--- config.mk ---
export PLATFORM = sky130hd
export DESIGN_NAME = llsc_monitor
export DESIGN_NICKNAME = d
export VERILOG_FILES = /design/src/rtl/llsc_pkg.sv /design/src/rtl/llsc_match.sv /design/src/rtl/llsc_victim.sv /design/src/rtl/llsc_table.sv /design/src/rtl/llsc_monitor.sv
export SDC_FILE = /design/constraint.sdc
export NUM_CORES = 1
export LEC_CHECK = 0
export CORE_UTILIZATION = 52
export DETAILED_ROUTE_END_ITERATION = 16
export PLACE_DENSITY = 0.84
export RECOVER_POWER = 25
export SKIP_CTS_REPAIR_TIMING = 1
export SYNTH_ARGS = -nofsm -noshare
export SYNTH_HDL_FRONTEND = slang
export SYNTH_SLANG_ARGS = --single-unit
--- constraint.sdc ---
create_clock -name clk -period 2.9 [get_ports clk]
set_clock_uncertainty 0.15 [all_clocks]
set_input_delay 0.58 -clock clk [delete_from_list [all_inputs] [get_ports clk]]
set_output_delay 0.58 -clock clk [all_outputs]
set_load 0.005 [all_outputs]
--- src/rtl/llsc_pkg.sv ---
`timescale 1ns/1ps
package llsc_pkg;
  typedef enum logic [1:0] {
    OP_READ  = 2'd0,
    OP_LL    = 2'd1,
    OP_WRITE = 2'd2,
    OP_SC    = 2'd3
  } llsc_op_e;
endpackage

--- src/rtl/llsc_match.sv ---
`timescale 1ns/1ps
// Per-entry comparators: granule hit, context hit and combined hit.
module llsc_match #(
  parameter int N  = 4,
  parameter int GW = 28,
  parameter int CW = 4
) (
  input  logic [N-1:0]         ent_vld,
  input  logic [N-1:0][GW-1:0] ent_gran,
  input  logic [N-1:0][CW-1:0] ent_ctx,
  input  logic [GW-1:0]        q_gran,
  input  logic [CW-1:0]        q_ctx,
  output logic [N-1:0]         gran_hit,
  output logic [N-1:0]         ctx_hit,
  output logic [N-1:0]         own_hit
);
  for (genvar i = 0; i < N; i++) begin : g_cmp
    assign gran_hit[i] = ent_vld[i] && (ent_gran[i] == q_gran);
    assign ctx_hit[i]  = ent_vld[i] && (ent_ctx[i] == q_ctx);
    assign own_hit[i]  = gran_hit[i] && (ent_ctx[i] == q_ctx);
  end
endmodule

--- src/rtl/llsc_victim.sv ---
`timescale 1ns/1ps
// Slot choice for a new reservation: same context, else free, else oldest.
module llsc_victim #(
  parameter int N  = 4,
  localparam int IW = (N > 1) ? $clog2(N) : 1
) (
  input  logic [N-1:0]   ent_vld,
  input  logic [N-1:0]   ctx_hit,
  input  logic [N*N-1:0] older,
  output logic [IW-1:0]  slot
);
  logic [N-1:0] is_oldest;

  always_comb begin
    for (int i = 0; i < N; i++) begin
      is_oldest[i] = 1'b1;
      for (int j = 0; j < N; j++)
        if (j != i && !older[i*N+j]) is_oldest[i] = 1'b0;
    end
  end

  always_comb begin
    logic found;
    found = 1'b0;
    slot  = '0;
    for (int i = 0; i < N; i++)
      if (!found && ctx_hit[i]) begin slot = IW'(i); found = 1'b1; end
    for (int i = 0; i < N; i++)
      if (!found && !ent_vld[i]) begin slot = IW'(i); found = 1'b1; end
    for (int i = 0; i < N; i++)
      if (!found && is_oldest[i]) begin slot = IW'(i); found = 1'b1; end
  end
endmodule

--- src/rtl/llsc_table.sv ---
`timescale 1ns/1ps
// Reservation storage with pairwise age relation.
module llsc_table #(
  parameter int N  = 4,
  parameter int GW = 28,
  parameter int CW = 4,
  localparam int IW = (N > 1) ? $clog2(N) : 1
) (
  input  logic                 clk,
  input  logic                 rst,
  input  logic                 ins_en,
  input  logic [IW-1:0]        ins_slot,
  input  logic [GW-1:0]        ins_gran,
  input  logic [CW-1:0]        ins_ctx,
  input  logic [N-1:0]         clr_mask,
  output logic [N-1:0]         ent_vld,
  output logic [N-1:0][GW-1:0] ent_gran,
  output logic [N-1:0][CW-1:0] ent_ctx,
  output logic [N*N-1:0]       older
);
  for (genvar i = 0; i < N; i++) begin : g_ent
    always_ff @(posedge clk) begin
      if (rst) begin
        ent_vld[i]  <= 1'b0;
        ent_gran[i] <= '0;
        ent_ctx[i]  <= '0;
      end else if (ins_en && ins_slot == IW'(i)) begin
        ent_vld[i]  <= 1'b1;
        ent_gran[i] <= ins_gran;
        ent_ctx[i]  <= ins_ctx;
      end else if (clr_mask[i]) begin
        ent_vld[i]  <= 1'b0;
      end
    end

    for (genvar j = 0; j < N; j++) begin : g_age
      always_ff @(posedge clk) begin
        if (rst)
          older[i*N+j] <= 1'b0;
        else if (ins_en && ins_slot == IW'(i))
          older[i*N+j] <= 1'b0;
        else if (ins_en && ins_slot == IW'(j))
          older[i*N+j] <= 1'b1;
      end
    end
  end
endmodule

--- src/rtl/llsc_monitor.sv ---
`timescale 1ns/1ps
module llsc_monitor #(
  parameter int N  = 4,
  parameter int AW = 32,
  parameter int CW = 4,
  parameter int GB = 4,
  localparam int GW = AW - GB,
  localparam int IW = (N > 1) ? $clog2(N) : 1
) (
  input  logic          clk,
  input  logic          rst,
  input  logic          req_valid,
  output logic          req_ready,
  input  logic [1:0]    req_op,
  input  logic [AW-1:0] req_addr,
  input  logic [CW-1:0] req_ctx,
  output logic          res_valid,
  input  logic          res_ready,
  output logic          res_we,
  output logic          res_sc_ok
);
  import llsc_pkg::*;

  logic [N-1:0]         tbl_vld;
  logic [N-1:0][GW-1:0] tbl_gran;
  logic [N-1:0][CW-1:0] tbl_ctx;
  logic [N*N-1:0]       tbl_older;
  logic [N-1:0]         gran_hit, ctx_hit, own_hit;
  logic [IW-1:0]        vic_slot;
  logic [GW-1:0]        q_gran;
  logic                 acc, ins_en, nxt_we, nxt_ok;
  logic [N-1:0]         clr_mask;
  llsc_op_e             op;

  assign q_gran    = req_addr[AW-1:GB];
  assign op        = llsc_op_e'(req_op);
  assign req_ready = !res_valid || res_ready;
  assign acc       = req_valid && req_ready;

  llsc_match #(.N(N), .GW(GW), .CW(CW)) u_match (
    .ent_vld(tbl_vld), .ent_gran(tbl_gran), .ent_ctx(tbl_ctx),
    .q_gran(q_gran), .q_ctx(req_ctx),
    .gran_hit(gran_hit), .ctx_hit(ctx_hit), .own_hit(own_hit)
  );

  llsc_victim #(.N(N)) u_vic (
    .ent_vld(tbl_vld), .ctx_hit(ctx_hit), .older(tbl_older), .slot(vic_slot)
  );

  always_comb begin
    ins_en   = 1'b0;
    clr_mask = '0;
    nxt_we   = 1'b0;
    nxt_ok   = 1'b0;
    unique case (op)
      OP_READ:  ;
      OP_LL:    ins_en = acc;
      OP_WRITE: begin
        nxt_we   = 1'b1;
        clr_mask = acc ? gran_hit : '0;
      end
      OP_SC: begin
        nxt_we   = |own_hit;
        nxt_ok   = |own_hit;
        clr_mask = (acc && |own_hit) ? gran_hit : '0;
      end
      default: ;
    endcase
  end

  llsc_table #(.N(N), .GW(GW), .CW(CW)) u_tbl (
    .clk(clk), .rst(rst), .ins_en(ins_en), .ins_slot(vic_slot),
    .ins_gran(q_gran), .ins_ctx(req_ctx), .clr_mask(clr_mask),
    .ent_vld(tbl_vld), .ent_gran(tbl_gran), .ent_ctx(tbl_ctx),
    .older(tbl_older)
  );

  always_ff @(posedge clk) begin
    if (rst) begin
      res_valid <= 1'b0;
      res_we    <= 1'b0;
      res_sc_ok <= 1'b0;
    end else if (acc) begin
      res_valid <= 1'b1;
      res_we    <= nxt_we;
      res_sc_ok <= nxt_ok;
    end else if (res_ready) begin
      res_valid <= 1'b0;
    end
  end
endmodule

==> flow_summary.ini, run 1 <==
[sta]
relSlewSlack_pct = 63.7
clock.fmax_mhz = 347
hold_viol_final = 0
finalSetupTns_ns = 0
tightestPinTransition_ns = 0.545
fin_crit_ns = 2.88
finalSetupViolCount = 0
slew_viol_final = 0
fin_crit_sh_pct = 99.4
fin_ws_ns = 0.0166

[worst_setup_path]
end_kind = register
crit_family = buffers and inverters
cp.required_ns = 3.07
slowest_delay_ns = 0.40
critPathArrivalTime_ns = 3.06
slowest_stage = clkdlybuf4s50_1
critPathMaxFanout = 6
crit_chain = clkdlybuf4s50_1 > buf_4 > buf_4 > xnor2_1 > nand4_1 > nor4_2 > buf_4 > nand3_1 > o2111ai_2 > o21ai_0 > o31a_1
crit_top_cell = buf_4
crit_type = input port to register
cp-start-kind = input port
crit_buf_inv = 4

[flow_run]
drv_cap = 0

[synthesis]
ys_warn_count = 0
postSynthNetCount = 771
ys_seq_elements = 147
ys_types = 43
synth_edf_count = 0
seq_area_frac_synth_pct = 41.6
ys.flop_type = dfxtp_1
syn-instance-count = 729
synth_top_area_share_pct = 41.6
synth_area_leaders = dfxtp_1 42%, mux2i_1 18%, xnor2_1 13%
yosysTopAreaCell = dfxtp_1
ys_async_sr_fraction_pct = 0
avgSynthCellArea_um2 = 9.70
synth_area_um2 = 7070

[finish]
antenna_cells = 0
final_nets = 868
fillers = 921
area_growth_pct = 26.9
finalNonFillerCells = 1015
layout_common_cells = 147 x dfxtp_1, 140 x nor2_1, 127 x mux2i_1
seq_area_um2 = 2940
layout_commonest_cell = dfxtp_1
drive_above_1_share_pct = 18.4
multi_input_area_um2 = 3830

[power_and_ir_drop]
cellPowerDensity_nw_per_um2 = 513
ir_worst_vdd_uv = 386
clockPowerShare_pct = 44.7
power_mw = 4.60
seqPwrFrac_pct = 45.0
switching_power_mw = 1.14
sw_frac_of_total_pct = 24.7
p_leak_nw = 3.85
comb_power_share_pct = 10.3
p_int_mw = 3.47

[global_routing]
grt.total_usage_pct = 24.6
grt_max_degree = 73
antenna_found_initial = 0
grt_overflow = 0
grt_pass1_vias = 5446
grt_pass1_wl_um = 26900

[floorplanning]
fp.coreArea_um2 = 13200
start_util_pct = 53.4
die_w_um = 119
rows = 42
io_pins = 46
die_area_um2 = 14100
die_h_um = 119

[placement]
port_buffers = 41
dp_slack_ns = -0.609
hpwlAfterDp_um = 11200
dp_cells = 968
gp_congestion = 0.843

[drt]
ant_nets = 0
wire_per_inst_um = 18.1
vias = 5654
firstDrtPassIters = 5
drt_iter0_drc = 505
drc = 0
vias_per_cell = 5.57
wl_um = 18400

[clock_tree]
cts_buffers = 17
cts_buffer_depth = 2
cts_sinks = 147
insertion_delay_ns = 0.44
htree_levels = 4
cts_tree = built
clkTransAtPathRegs_ns = 0.06
cts_root_buf = clkbuf_16

[outcome]
status = complete, no violations

[worst_hold_path]
hp-class = register to register
cell usage after synthesis, drive strengths merged (10+ instances only):
master  number
buf         26
clkbuf      38
dfxtp      147
inv         13
mux2i      128
nand2       10
nand3       12
nand4       26
nor2       140
nor4        12
xnor2      105
xor2        23
flip-flops by register name (all words and copies together), names as in the netlist:
signal / count
res_sc_ok: 1
res_valid: 1
res_we: 1
u_tbl.ent_ctx: 16
u_tbl.ent_gran: 112
u_tbl.ent_vld: 4
u_tbl.older: 12
final cells by class:
type,instances,share of cell area (%)
Multi-Input combinational cell,505,42.7
Clock buffer,22,5.40
Inverter,13,0.544
Timing Repair Buffer,142,15.3
Sequential cell,147,32.8
Clock inverter,10,0.837
Tap cell,176,2.45
power by group through the flow:
stage	logic (mW)	registers (mW)	clock network, mW
6_report	0.473	2.07	2.06
4_1_cts	0.450	2.07	2.07
3_5_place_dp	0.442	2.11	0
3_3_place_gp	0.436	2.11	0
2_1_floorplan	0.277	2.11	0
5_1_grt	0.504	2.07	2.17
path summary, 6_finish.rpt:
check	depth (start not counted)	slack [ns]	to	from
max	11	0.02	u_tbl.ent_vld[2]	req_addr[9]
min reg2reg	2	0.30	u_tbl.older[2]	u_tbl.older[2]
min	2	0.30	u_tbl.older[2]	u_tbl.older[2]
max reg2reg	11	0.18	u_tbl.ent_gran[51]	u_tbl.ent_ctx[7]
worst min-delay path, cell delays in order (launching register included):
cell     delay (ns)
dfxtp_1        0.31
inv_1          0.05
a21oi_1        0.05
through the flow:
stage / instance area (um^2) / utilization [%] / hold slack (ns)
6_report: 8970 / 67.8 / 0.296
5_1_grt: 8970 / 67.8 / 0.336
4_1_cts: 8670 / 65.5 / 0.299
3_5_place_dp: 8110 / 61.3 / 0.292
3_3_place_gp: 8110 / 61.3 / 0.288
2_1_floorplan: 7070 / - / 0.275
layer usage:
layer  share of wire (%)  global-route usage (%)
met2                  49                    41.1
met4                 3.8                    12.1
met5                   0                       0
met1                  41                    30.2
met3                 6.1                    4.73
cell families after synthesis:
family                    count (synthesis)  synth area share (%)
AOI/OAI and AO/OA                        40                  4.63
DFF                                     147                  41.6
buffers and inverters                    77                  5.66
and+or+nand+nor                         209                  13.7
xor gates and xnor gates                128                  16.3
muxes                                   128                  18.1
Power figures use the tool's default switching activity.
==> inputs of run 2 (changes only) <==
- CORE_UTILIZATION: 52 -> 47
- PLACE_DENSITY: 0.84 -> 0.78
==> run 2 against run 1 <==
  * Core utilization is 5.4 points lower
  * Sequential share of layout area is 0.43 points lower
  * Register-to-register slack better by 0.02 ns
  * Wire length is 0.40% lower
  * Hold slack better by 0.012 ns
  * Non-clock buffer count is 1 higher
  * Global-route usage is 3.1 points lower
  * Maximum frequency is 0.45% higher
  * Via count is 0.81% lower
  * Final area is 1.3% higher
  * Clock power is 8% higher
==> flow_summary.ini, run 2 (synthesis results as in run 1) <==
[outcome]
status = complete, no violations

[worst_setup_path]
slowest_stage = a32o_1
slowest_delay_ns = 0.43
crit_chain = dlymetal6s2s_1 > buf_4 > xnor2_1 > nand4_1 > o211ai_1 > a32o_1 > clkbuf_1 > nand3_4 > clkbuf_16 > mux2i_1 > nor2_1
crit_buf_inv = 4
critPathMaxFanout = 10
end_kind = register
crit_type = input port to register
crit_family = buffers and inverters
critPathArrivalTime_ns = 3.03
cp-start-kind = input port
cp.required_ns = 3.06

[floorplanning]
start_util_pct = 48.5
die_h_um = 125
die_area_um2 = 15500
rows = 44
io_pins = 46
die_w_um = 125
fp.coreArea_um2 = 14600

[clock_tree]
insertion_delay_ns = 0.42
cts_buffers = 17
htree_levels = 4
clkTransAtPathRegs_ns = 0.06
cts_buffer_depth = 2
cts_tree = built
cts_root_buf = clkbuf_16
cts_sinks = 147

[flow_run]
drv_cap = 0

[power_and_ir_drop]
ir_worst_vdd_uv = 440
power_mw = 4.78
p_leak_nw = 3.89
cellPowerDensity_nw_per_um2 = 526

[placement]
gp_congestion = 0.840
port_buffers = 41
hpwlAfterDp_um = 11300
dp_cells = 975
dp_slack_ns = -0.553

[drt]
wl_um = 18300
drt_iter0_drc = 406
wire_per_inst_um = 17.9
firstDrtPassIters = 6
vias = 5608
vias_per_cell = 5.48
drc = 0
ant_nets = 0

[global_routing]
grt.total_usage_pct = 21.5
grt_overflow = 0
grt_max_degree = 69
antenna_found_initial = 0
grt_pass1_vias = 5158
grt_pass1_wl_um = 26200

[sta]
fin_crit_ns = 2.87
finalSetupTns_ns = 0
slew_viol_final = 0
finalSetupViolCount = 0
fin_crit_sh_pct = 99.0
relSlewSlack_pct = 21.5
tightestPinTransition_ns = 1.18
clock.fmax_mhz = 348
hold_viol_final = 0
fin_ws_ns = 0.0294

[finish]
antenna_cells = 0
final_util_pct = 62.3
layout_commonest_cell = dfxtp_1
layout_common_cells = 147 x dfxtp_1, 140 x nor2_1, 126 x mux2i_1
drive_above_1_share_pct = 18.3
largest_reg_flops = 112
area_growth_pct = 28.5
reg.largest.list = u_tbl.ent_gran (112), u_tbl.ent_ctx (16), u_tbl.older (12)
largest_register = u_tbl.ent_gran
finalNonFillerCells = 1024
final_nets = 869

[worst_hold_path]
hp-class = register to register
## run 2: cell count changes in the layout (fill, tap and decap cells not counted), sizes merged
cell,delta
buf,-5
clkbuf,+4
bufinv,+3
inv,-2
clkinv,+1
clkinvlp,-1
dlymetal6s2s,+1
## run 2: final timing paths
| kind | startpoint | end | slack [ns] | cells after the start |
|---|---|---|---|---|
| max | req_ctx[1] | u_tbl.ent_gran[18] | 0.03 | 11 |
| min | u_tbl.older[2] | u_tbl.older[2] | 0.31 | 2 |
| max reg2reg | u_tbl.ent_ctx[11] | u_tbl.ent_gran[18] | 0.20 | 9 |
| min reg2reg | u_tbl.older[2] | u_tbl.older[2] | 0.31 | 2 |
## run 2: where the power goes
group | leakage (nW) | total, mW | internal (mW) | switching, mW
Sequential | 1.19 | 2.07 | 2.05 | 0.0215
Clock | 0.300 | 2.23 | 1.39 | 0.842
Combinational | 2.41 | 0.482 | 0.236 | 0.245
## run 2: metal layers
| layer | vias up | wire length, um | GRT usage, % |
|---|---|---|---|
| li1 | 2649 | - | - |
| met1 | 2715 | 7880 | 26.9 |
| met2 | 199 | 8870 | 36.0 |
| met3 | 45 | 1020 | 4.21 |
| met4 | 0 | 525 | 8.93 |
| met5 | - | 0 | 0 |
## run 2: cell type report
class                      instances  area, um^2
clock inverter                    11         134
timing repair buffer             143        1440
tap                              184         230
clock buffer                      21         460
multi-input combinational        505        3840
sequential                       147        2940
inverter                          13        48.8
fill                            1085        5500
## run 2: tightest hold or removal path, cell delays in order, from the launching register on
cell and delay (ns):
dfxtp_1 0.31, inv_1 0.05, a21oi_1 0.05
## run 2: per-stage QoR
| step | hold WS [ns] | cell area [um^2] |
|---|---|---|
| 6_report | 0.308 | 9090 |
| 5_1_grt | 0.331 | 9090 |
| 4_1_cts | 0.315 | 8720 |
| 3_5_place_dp | 0.305 | 8130 |
| 3_3_place_gp | 0.291 | 8130 |
| 2_1_floorplan | 0.275 | 7070 |
==> inputs of run 3 (changes only) <==
- CELL_PAD_IN_SITES_DETAIL_PLACEMENT: not set -> 1
- CELL_PAD_IN_SITES_GLOBAL_PLACEMENT: not set -> 2
- CORE_MARGIN: not set -> 2
- CORE_UTILIZATION: 47 -> 34
- PLACE_DENSITY: 0.78 -> 0.85
==> run 3 against run 2 <==
  * Core utilization shrank 17 points
  * First-iteration DRC count shrank 51%
  * Critical path type unchanged
  * Largest power group unchanged
  * Combinational power grew 3%
==> flow_summary.ini, run 3 (synthesis results as in run 1) <==
[finish]
largest_register = u_tbl.ent_gran
layout_common_cells = 147 x dfxtp_1, 140 x nor2_1, 123 x mux2i_1
seq_area_um2 = 2940
largest_reg_flops = 112
antenna_cells = 0
area_growth_pct = 29.5
layout_commonest_cell = dfxtp_1
fillers = 2302
finalNonFillerCells = 1113
reg.largest.list = u_tbl.ent_gran (112), u_tbl.ent_ctx (16), u_tbl.older (12)
drive_above_1_share_pct = 19.5
multi_input_area_um2 = 3880
final_nets = 872

[floorplanning]
fp.coreArea_um2 = 20300
die_area_um2 = 22000
io_pins = 46
start_util_pct = 34.8
die_w_um = 148
die_h_um = 148
rows = 52

[global_routing]
grt_pass1_wl_um = 30100
antenna_found_initial = 0
grt.total_usage_pct = 17.7
grt_overflow = 0
grt-busiest-layer = met2
grt.met2_usage_pct = 30.7
grt_pass1_vias = 5633
gr-usage-met1_pct = 21.7
grt_max_degree = 67
gr-usage-met3_pct = 4.05

[sta]
fin_crit_ns = 2.81
finalSetupViolCount = 0
relSlewSlack_pct = 69.3
tightestPinTransition_ns = 0.460
fin_crit_sh_pct = 97.0
slew_viol_final = 0
hold_viol_final = 0
clock.fmax_mhz = 355

[placement]
gp_congestion = 0.791
hpwlAfterDp_um = 13100
dp_cells = 1071
port_buffers = 41

[worst_setup_path]
r2r-start = u_tbl.ent_ctx[14]
end_kind = register
critPathArrivalTime_ns = 2.96
cp.required_ns = 3.05
cp-start-kind = input port
reg2regPathDepth = 10
reg2reg_to = u_tbl.ent_gran[103]
r2r_setup_slack_ns = 0.13
critPathMaxFanout = 7
crit_type = input port to register

[power_and_ir_drop]
power_mw = 4.80
cellPowerDensity_nw_per_um2 = 524
ir_worst_vdd_uv = 434
p_leak_nw = 3.85

[clock_tree]
insertion_delay_ns = 0.43
cts_sinks = 147
htree_levels = 4
cts_root_buf = clkbuf_16
cts_buffers = 17
cts_buffer_depth = 2
clkTransAtPathRegs_ns = 0.06
cts_tree = built

[drt]
ant_nets = 0
vias_per_cell = 4.83
drt_iter0_drc = 199
firstDrtPassIters = 4
wire_per_inst_um = 17.9
drc = 0
vias = 5381
wl_um = 19900

[worst_hold_path]
hp-class = register to register
holdPathStages = 2
holdCritStartpoint = res_we
holdPathEnd = res_we

[outcome]
status = complete, no violations

[flow_run]
drv_cap = 0
-- run 3: layer usage --
metal  wire length (um)  share of wire [%]  vias to the layer above
met4                473                2.4                        0
met1               9070                 46                     2610
li1                   -                  -                     2645
met3                766                3.9                       34
met2               9570                 48                       92
met5                  0                  0                        -
-- run 3: worst max path at each step --
stage                    start             endpoint  slack, ns
detailed placement  req_ctx[2]  u_tbl.ent_gran[101]      -0.61
global placement    req_ctx[3]  u_tbl.ent_gran[103]      -0.54
finish              req_ctx[0]  u_tbl.ent_gran[103]       0.09
CTS                 req_ctx[2]   u_tbl.ent_gran[86]      -0.19
global route        req_ctx[3]       u_tbl.older[8]      -0.03
floorplan           req_ctx[0]  u_tbl.ent_gran[104]       0.06
-- run 3: report_power, final --
part	internal [mW]	switching [mW]
logic	0.243	0.253
clock network	1.30	0.933
registers	2.05	0.0214
-- run 3: critical path: stages --
cell and delay (ns):
dlymetal6s2s_1 0.13, buf_6 0.14, xor2_1 0.27, nor4_4 0.10
buf_4 0.16, a2111oi_1 0.28, buf_4 0.23, nand3_4 0.13
a211oi_4 0.26, clkbuf_2 0.36, mux2i_2 0.26, nor2_1 0.05
-- run 3: layout make-up --
| cell class | instances | share of cell area (%) |
|---|---|---|
| Multi-Input combinational cell | 505 | 42.4 |
| Sequential cell | 147 | 32.1 |
| Timing Repair Buffer | 146 | 14.8 |
| Clock buffer | 18 | 4.80 |
| Tap cell | 270 | 3.69 |
| Clock inverter | 14 | 1.68 |
| Inverter | 13 | 0.533 |
-- run 3: stage by stage --
step | utilization, % | hold WS (ns) | setup TNS (ns) | setup WS [ns] | instance area [um^2]
CTS | 43.7 | 0.309 | -18.05 | -0.191 | 8880
finish | 45.1 | 0.305 | 0 | 0.0866 | 9160
floorplan | - | 0.275 | 0 | 0.0579 | 7070
detailed placement | 40.8 | 0.301 | -76.36 | -0.608 | 8280
global route | 45.1 | 0.326 | -0.0598 | -0.0293 | 9160
global placement | 40.8 | 0.289 | -69.54 | -0.536 | 8280
